### src/rtl/rgn_pkg.sv
`timescale 1ns/1ps
package rgn_pkg;

    typedef enum logic {
        RG_OP_READ  = 1'b0,
        RG_OP_WRITE = 1'b1
    } rg_op_e;

    function automatic int rg_max(input int a, input int b);
        return (a > b) ? a : b;
    endfunction

endpackage

### src/rtl/rgn_table.sv
`timescale 1ns/1ps
module rgn_table #(
    parameter int N      = 8,
    parameter int ID_W   = 8,
    parameter int SIZE_W = 17,
    localparam int IDX_W = (N > 1) ? $clog2(N) : 1
) (
    input  logic                        clk,
    input  logic                        rst_n,
    input  logic                        wr_en,
    input  logic [IDX_W-1:0]            wr_idx,
    input  logic                        wr_valid,
    input  logic [ID_W-1:0]             wr_id,
    input  logic [SIZE_W-1:0]           wr_size,
    output logic [N-1:0]                ent_valid,
    output logic [N-1:0][ID_W-1:0]      ent_id,
    output logic [N-1:0][SIZE_W-1:0]    ent_size
);

    typedef struct packed {
        logic [N-1:0]             valid;
        logic [N-1:0][ID_W-1:0]   id;
        logic [N-1:0][SIZE_W-1:0] size;
    } tbl_t;

    tbl_t tbl_d, tbl_q;

    // next-state: one slot per write strobe
    always_comb begin
        tbl_d = tbl_q;
        for (int i = 0; i < N; i++) begin
            if (wr_en && (wr_idx == IDX_W'(i))) begin
                tbl_d.valid[i] = wr_valid;
                tbl_d.id[i]    = wr_id;
                tbl_d.size[i]  = wr_size;
            end
        end
    end

    always_ff @(posedge clk or negedge rst_n) begin
        if (!rst_n) begin
            tbl_q <= '0;
        end else begin
            tbl_q <= tbl_d;
        end
    end

    assign ent_valid = tbl_q.valid;
    assign ent_id    = tbl_q.id;
    assign ent_size  = tbl_q.size;

endmodule

### src/rtl/rgn_match.sv
`timescale 1ns/1ps
module rgn_match #(
    parameter int N      = 8,
    parameter int ID_W   = 8,
    parameter int SIZE_W = 17
) (
    input  logic [N-1:0]             ent_valid,
    input  logic [N-1:0][ID_W-1:0]   ent_id,
    input  logic [N-1:0][SIZE_W-1:0] ent_size,
    input  logic [ID_W-1:0]          key,
    output logic                     hit,
    output logic [SIZE_W-1:0]        hit_size
);

    logic [N-1:0] hit_vec;

    // one comparator per entry, all in parallel
    for (genvar g = 0; g < N; g++) begin : g_cmp
        assign hit_vec[g] = ent_valid[g] && (ent_id[g] == key);
    end

    // lowest index wins: scan from the top so lower slots overwrite
    always_comb begin
        hit_size = '0;
        for (int i = N - 1; i >= 0; i--) begin
            if (hit_vec[i]) begin
                hit_size = ent_size[i];
            end
        end
        hit = |hit_vec;
    end

endmodule

### src/rtl/rgn_bounds.sv
`timescale 1ns/1ps
module rgn_bounds
    import rgn_pkg::*;
#(
    parameter int OFS_W  = 16,
    parameter int LEN_W  = 16,
    parameter int SIZE_W = 17
) (
    input  logic [OFS_W-1:0]  ofs,
    input  logic [LEN_W-1:0]  len,
    input  logic [SIZE_W-1:0] size,
    output logic              fits
);

    // two spare bits: no sum of offset and length can wrap
    localparam int SUM_W = rg_max(rg_max(OFS_W, LEN_W) + 2, SIZE_W);

    logic [SUM_W-1:0] end_pos;

    always_comb begin
        end_pos = SUM_W'(ofs) + SUM_W'(len);
        fits    = (len != '0) && (end_pos <= SUM_W'(size));
    end

endmodule

### src/rtl/region_guard.sv
`timescale 1ns/1ps
module region_guard
    import rgn_pkg::*;
#(
    parameter int NUM_ENTRIES = 8,
    parameter int ID_W        = 8,
    parameter int OFS_W       = 16,
    parameter int LEN_W       = 16,
    parameter int TAG_W       = 4,
    localparam int IDX_W      = (NUM_ENTRIES > 1) ? $clog2(NUM_ENTRIES) : 1,
    localparam int SIZE_W     = OFS_W + 1
) (
    input  logic              clk,
    input  logic              rst_n,
    input  logic              cfg_we,
    input  logic [IDX_W-1:0]  cfg_idx,
    input  logic              cfg_valid,
    input  logic [ID_W-1:0]   cfg_id,
    input  logic [SIZE_W-1:0] cfg_size,
    input  logic              req_valid,
    output logic              req_ready,
    input  logic [ID_W-1:0]   req_id,
    input  logic [OFS_W-1:0]  req_ofs,
    input  logic [LEN_W-1:0]  req_len,
    input  logic              req_wr,
    input  logic [TAG_W-1:0]  req_tag,
    output logic              out_valid,
    input  logic              out_ready,
    output logic              out_discard,
    output logic [ID_W-1:0]   out_id,
    output logic [OFS_W-1:0]  out_ofs,
    output logic [LEN_W-1:0]  out_len,
    output logic              out_wr,
    output logic [TAG_W-1:0]  out_tag,
    output logic [SIZE_W-1:0] out_size
);

    typedef struct packed {
        logic              vld;
        logic              discard;
        logic [ID_W-1:0]   id;
        logic [OFS_W-1:0]  ofs;
        logic [LEN_W-1:0]  len;
        rg_op_e            op;
        logic [TAG_W-1:0]  tag;
        logic [SIZE_W-1:0] size;
    } ostage_t;

    logic [NUM_ENTRIES-1:0]             ent_valid;
    logic [NUM_ENTRIES-1:0][ID_W-1:0]   ent_id;
    logic [NUM_ENTRIES-1:0][SIZE_W-1:0] ent_size;
    logic                               lk_hit;
    logic [SIZE_W-1:0]                  lk_size;
    logic                               lk_fits;
    ostage_t                            st_d, st_q;

    rgn_table #(
        .N      (NUM_ENTRIES),
        .ID_W   (ID_W),
        .SIZE_W (SIZE_W)
    ) u_table (
        .clk       (clk),
        .rst_n     (rst_n),
        .wr_en     (cfg_we),
        .wr_idx    (cfg_idx),
        .wr_valid  (cfg_valid),
        .wr_id     (cfg_id),
        .wr_size   (cfg_size),
        .ent_valid (ent_valid),
        .ent_id    (ent_id),
        .ent_size  (ent_size)
    );

    rgn_match #(
        .N      (NUM_ENTRIES),
        .ID_W   (ID_W),
        .SIZE_W (SIZE_W)
    ) u_match (
        .ent_valid (ent_valid),
        .ent_id    (ent_id),
        .ent_size  (ent_size),
        .key       (req_id),
        .hit       (lk_hit),
        .hit_size  (lk_size)
    );

    rgn_bounds #(
        .OFS_W  (OFS_W),
        .LEN_W  (LEN_W),
        .SIZE_W (SIZE_W)
    ) u_bounds (
        .ofs  (req_ofs),
        .len  (req_len),
        .size (lk_size),
        .fits (lk_fits)
    );

    assign req_ready = !st_q.vld || out_ready;

    // next-state of the single output stage
    always_comb begin
        st_d = st_q;
        if (st_q.vld && out_ready) begin
            st_d.vld = 1'b0;
        end
        if (req_valid && req_ready) begin
            st_d.vld     = 1'b1;
            st_d.discard = !(lk_hit && lk_fits);
            st_d.id      = req_id;
            st_d.ofs     = req_ofs;
            st_d.len     = req_len;
            st_d.op      = rg_op_e'(req_wr);
            st_d.tag     = req_tag;
            st_d.size    = lk_hit ? lk_size : '0;
        end
    end

    always_ff @(posedge clk or negedge rst_n) begin
        if (!rst_n) begin
            st_q <= '0;
        end else begin
            st_q <= st_d;
        end
    end

    assign out_valid   = st_q.vld;
    assign out_discard = st_q.discard;
    assign out_id      = st_q.id;
    assign out_ofs     = st_q.ofs;
    assign out_len     = st_q.len;
    assign out_wr      = (st_q.op == RG_OP_WRITE);
    assign out_tag     = st_q.tag;
    assign out_size    = st_q.size;

endmodule

### config.mk
export PLATFORM = sky130hd
export DESIGN_NAME = region_guard
export DESIGN_NICKNAME = d
export VERILOG_FILES = /design/src/rtl/rgn_pkg.sv /design/src/rtl/rgn_table.sv /design/src/rtl/rgn_match.sv /design/src/rtl/rgn_bounds.sv /design/src/rtl/region_guard.sv
export SDC_FILE = /design/constraint.sdc
export NUM_CORES = 1
export LEC_CHECK = 0
export BUFFER_PORTS_ARGS = -buffer_cell sky130_fd_sc_hd__buf_2
export CAP_MARGIN = 20
export CORE_MARGIN = 3
export CORE_UTILIZATION = 50
export DETAILED_ROUTE_END_ITERATION = 12
export PLACE_DENSITY = 0.66
export SETUP_SLACK_MARGIN = 0.3
export SYNTH_ARGS = -nofsm -noshare
export SYNTH_HDL_FRONTEND = slang
export SYNTH_HIERARCHICAL = 1
export SYNTH_SLANG_ARGS = --single-unit
### constraint.sdc
create_clock -name clk -period 5.7 [get_ports clk]
set_input_delay 0.285 -clock clk [delete_from_list [all_inputs] [get_ports clk]]
set_output_delay 0.285 -clock clk [all_outputs]
set_load 0.005 [all_outputs]
==> metrics.csv <==
stage,metric,value,unit
worst_setup_path,timing.rr.end,out_discard$_DFFE_PN0P_,
clock_tree,cts_tree,yes,
synth,netlist_area,0.0138,mm²
synth,ys_types,66,
global_route,met1_usage,32.9,%
worst_setup_path,crit_path_end,out_discard$_DFFE_PN0P_,
route,ant_nets,0,
placement,gp_congestion,0.867,
clock_tree,path_clk_slew,0.07,ns
flow_run,maxCapViolCount,0,
global_route,grt_pass1_vias,9585,
worst_setup_path,reg2reg_from,u_table/ent_id[56]$_DFFE_PN0P_,
final_layout,final_nets,1353,
worst_setup_path,critical_path_arrival,4.78,ns
synth,synth-seq-cells,272,
final_layout,antenna_cells,0,
worst_setup_path,worstSetupStartpoint,u_table/ent_id[56]$_DFFE_PN0P_,
synth,synth-edff-count,0,
power,leakage,6.92,nW
synth,async_reset_ff_share,100,%
status,status,"finished, final reports clean",
final_layout,final_core_util,58.7,%
worst_setup_path,r2r_setup_slack,1.30,ns
global_route,grt_pass1_wl,54300,µm
final_layout,design_area,0.0159,mm²
route,first_pass_iters,5,
final_layout,n_fill_cell,2210,
synth,yosysTopAreaCell,dfrtp_1,
sta,slew_violations,0,
sta,setup_viol,0,
synth,ys.flop_type,dfrtp_1,
sta,skew,0.0128,ns
clock_tree,clock_latency,0.55,ns
synth,ys_seq_area_share,49.3,%
power,powerDensity,338,mW/mm²
route,viasPerCell,5.83,
min_path,min_path_type,input pin to flip-flop,
final_layout,drive_above_1_share,40.5,%
clock_tree,cts_buffers,29,
route,postRouteWirelength,34800,µm
floorplanning,die-area,0.0296,mm²
synth,netlist_instances,1094,
clock_tree,cts_buffer_depth,3,
worst_setup_path,slowest_stage,nor2b_2,
worst_setup_path,crit_cells,16,
clock_tree,cts_sinks,272,
clock_tree,root_buffer,clkbuf_16,
floorplanning,ios,144,
sta,post-route-period-util,77.3,%
synth,synth_top_area_share,49.3,%
global_route,grt_usage,23.4,%
route,vias,9353,
worst_setup_path,path_cells,"xnor2_1, nand4_1, nor3_1, nor2b_2, a221oi_1, o211ai_1, a32o_1, inv_1, ha_1, nand3_1, o21bai_1, a31oi_1, a211oi_1, o31ai_1, a21oi_1, a41oi_1",
synth,syn-num-nets,1207,
floorplanning,dieWidth,172,µm
worst_setup_path,max_stage_delay,1.02,ns
floorplanning,start_util,51.1,%
global_route,grt_max_degree,151,
global_route,use_met2,37.8,%
clock_tree,h-tree-depth,1,
synth,yosysWarnings,6,
route,first_iter_violations,718,
sta,fmax,227,MHz
worst_setup_path,cp.required,6.08,ns
worst_setup_path,path_class,flip-flop to flip-flop,
placement,placed_cell_area,0.0147,mm²
synth,postSynthAreaPerCell,12.6,µm²
worst_setup_path,cp-end-kind,flip-flop,
placement,io_buffers,143,
sta,period_minus_slack,4.40,ns
route,wire_per_inst,21.7,µm
worst_setup_path,worstRegToRegCells,16,
placement,dp_hpwl,22400,µm
worst_setup_path,crit_buf_inv,1,
sta,fin_setup_tns,0,ns
global_route,grtUsageMet3,3.54,%
floorplanning,core_area,0.0270,mm²
floorplanning,row_count,60,
global_route,grt.busiest_layer,met2,
sta,slew-limit-headroom,21.3,%
sta,rsz0062_at_grt,no,
worst_setup_path,cpLargestDelayFamily,simple AND/OR/NAND/NOR gates,
global_route,grt-ovfl-total,0,
worst_setup_path,cp-start-kind,flip-flop,
final_layout,area_delta_synth_final,14.9,%
worst_setup_path,cp_max_fo,17,
sta,hold_viol,0,
synth,synth_area_leaders,"dfrtp_1 49%, mux2_2 21%, xnor2_1 3.4%, ha_1 3.0%, nor2_1 1.5%",
route,route.detailed.drc,0,
floorplanning,die_h,172,µm
sta,tightest_slew,1.18,ns
power,vdd_drop_max,0.255,mV
global_route,antenna_found_initial,0,
==> layout make-up <==
cell class | instances | area (µm²) | area share [%]
clock buffer | 42 | 855 | 5.39
timing repair buffer | 181 | 1100 | 6.94
multi-input combinational | 732 | 6490 | 40.9
clock inverter | 11 | 86.3 | 0.545
tap | 341 | 427 | 2.69
inverter | 24 | 90.1 | 0.568
sequential | 272 | 6810 | 42.9
==> placed cells by master, fill, tap and decap left out, types with 8 or more instances in the layout <==
| master | count |
|---|---|
| nor3b_1 | 12 |
| xnor2_1 | 53 |
| clkbuf_8 | 8 |
| nand2_1 | 42 |
| mux2_2 | 252 |
| a221oi_2 | 9 |
| nor4_1 | 9 |
| inv_1 | 24 |
| nand3_1 | 31 |
| o211ai_1 | 9 |
| a21bo_2 | 17 |
| buf_2 | 142 |
| nand4_1 | 30 |
| o221ai_1 | 16 |
| clkbuf_16 | 29 |
| ha_1 | 33 |
| a32o_1 | 15 |
| a21oi_1 | 30 |
| dfrtp_1 | 272 |
| a221oi_1 | 8 |
| dlygate4sd3_1 | 23 |
| buf_4 | 13 |
| clkinv_2 | 8 |
| xor2_1 | 21 |
| nor2_1 | 54 |
==> through the flow <==
step | power [mW] | hold slack (ns) | worst slack, ns | cells
2_1_floorplan | 3.19 | -0.0106 | 2.56 | 1094
5_1_grt | 5.62 | 0.0175 | 1.03 | 1603
6_report | 5.36 | 0.0152 | 1.30 | 1603
3_5_place_dp | 3.53 | 0.458 | 1.18 | 1527
3_3_place_gp | 3.50 | 0.462 | 1.23 | 1526
4_1_cts | 5.41 | 0.0000905 | 1.34 | 1603
==> metal layers <==
layer  up-vias  wire length (µm)
met5         -                 0
met4         0               969
met3        56              1630
met2       237             16300
met1      4757             15900
li1       4303                 -
==> sequential cells by signal, indices dropped and copies added, names as in the netlist <==
| register | flops |
|---|---|
| out_discard | 1 |
| out_id | 8 |
| out_len | 16 |
| out_ofs | 16 |
| out_size | 17 |
| out_tag | 4 |
| out_valid | 1 |
| out_wr | 1 |
| u_table/ent_id | 64 |
| u_table/ent_size | 136 |
| u_table/ent_valid | 8 |
==> what timing repair did <==
item / CTS / global route
resized for setup: 0 / 0
setup endpoints to repair: 0 / 0
hold buffers: 23 / 0
buffers inserted: 0 / 0
endpoints found under the hold margin: 144 / 0
==> Yosys cell counts (17+ instances only) <==
| cell | count |
|---|---|
| dfrtp_1 | 272 |
| buf_2 | 28 |
| a21oi_1 | 30 |
| a21bo_2 | 17 |
| mux2_2 | 252 |
| nor2_1 | 54 |
| ha_1 | 33 |
| nand4_1 | 30 |
| xor2_1 | 21 |
| inv_1 | 24 |
| nand2_1 | 42 |
| nand3_1 | 31 |
| xnor2_1 | 53 |
==> kinds of logic after synthesis <==
logic type	after synthesis	share of synthesized area, %
DFF	272	49.3
buffers and inverters	90	3.99
muxes	253	20.6
adders and majority gates	34	3.14
and+or+nand+nor	216	8.63
xor gates and xnor gates	79	5.29
AOI/OAI and AO/OA	150	8.99
==> how the worst min path moves through the flow <==
stage | from | end | slack, ns | cells after the start
6_report | req_ofs[1] | out_ofs[1]$_DFFE_PN0P_ | 0.02 | 2
5_1_grt | req_ofs[13] | out_ofs[13]$_DFFE_PN0P_ | 0.02 | 2
2_1_floorplan | rst_n | out_discard$_DFFE_PN0P_ | -0.01 | 0
3_3_place_gp | rst_n | u_table/ent_size[73]$_DFFE_PN0P_ | 0.46 | 1
4_1_cts | req_ofs[1] | out_ofs[1]$_DFFE_PN0P_ | 0.00009 | 2
3_5_place_dp | rst_n | u_table/ent_size[56]$_DFFE_PN0P_ | 0.46 | 1
==> power breakdown <==
part,leakage (nW),total (mW),switching [mW],internal (mW)
logic,3.17,0.967,0.437,0.530
registers,3.28,2.54,0.236,2.31
clock network,0.471,1.85,0.773,1.08
==> worst register-to-register path: stages, from the launching register on <==
cell,delay (ns)
dfrtp_1,0.38
xnor2_1,0.19
nand4_1,0.13
nor3_1,0.44
nor2b_2,1.02
a221oi_1,0.21
o211ai_1,0.27
a32o_1,0.26
inv_1,0.06
ha_1,0.30
nand3_1,0.11
o21bai_1,0.11
a31oi_1,0.09
a211oi_1,0.27
o31ai_1,0.11
a21oi_1,0.16
a41oi_1,0.13
Note: power is estimated with default switching activity, not from simulation.
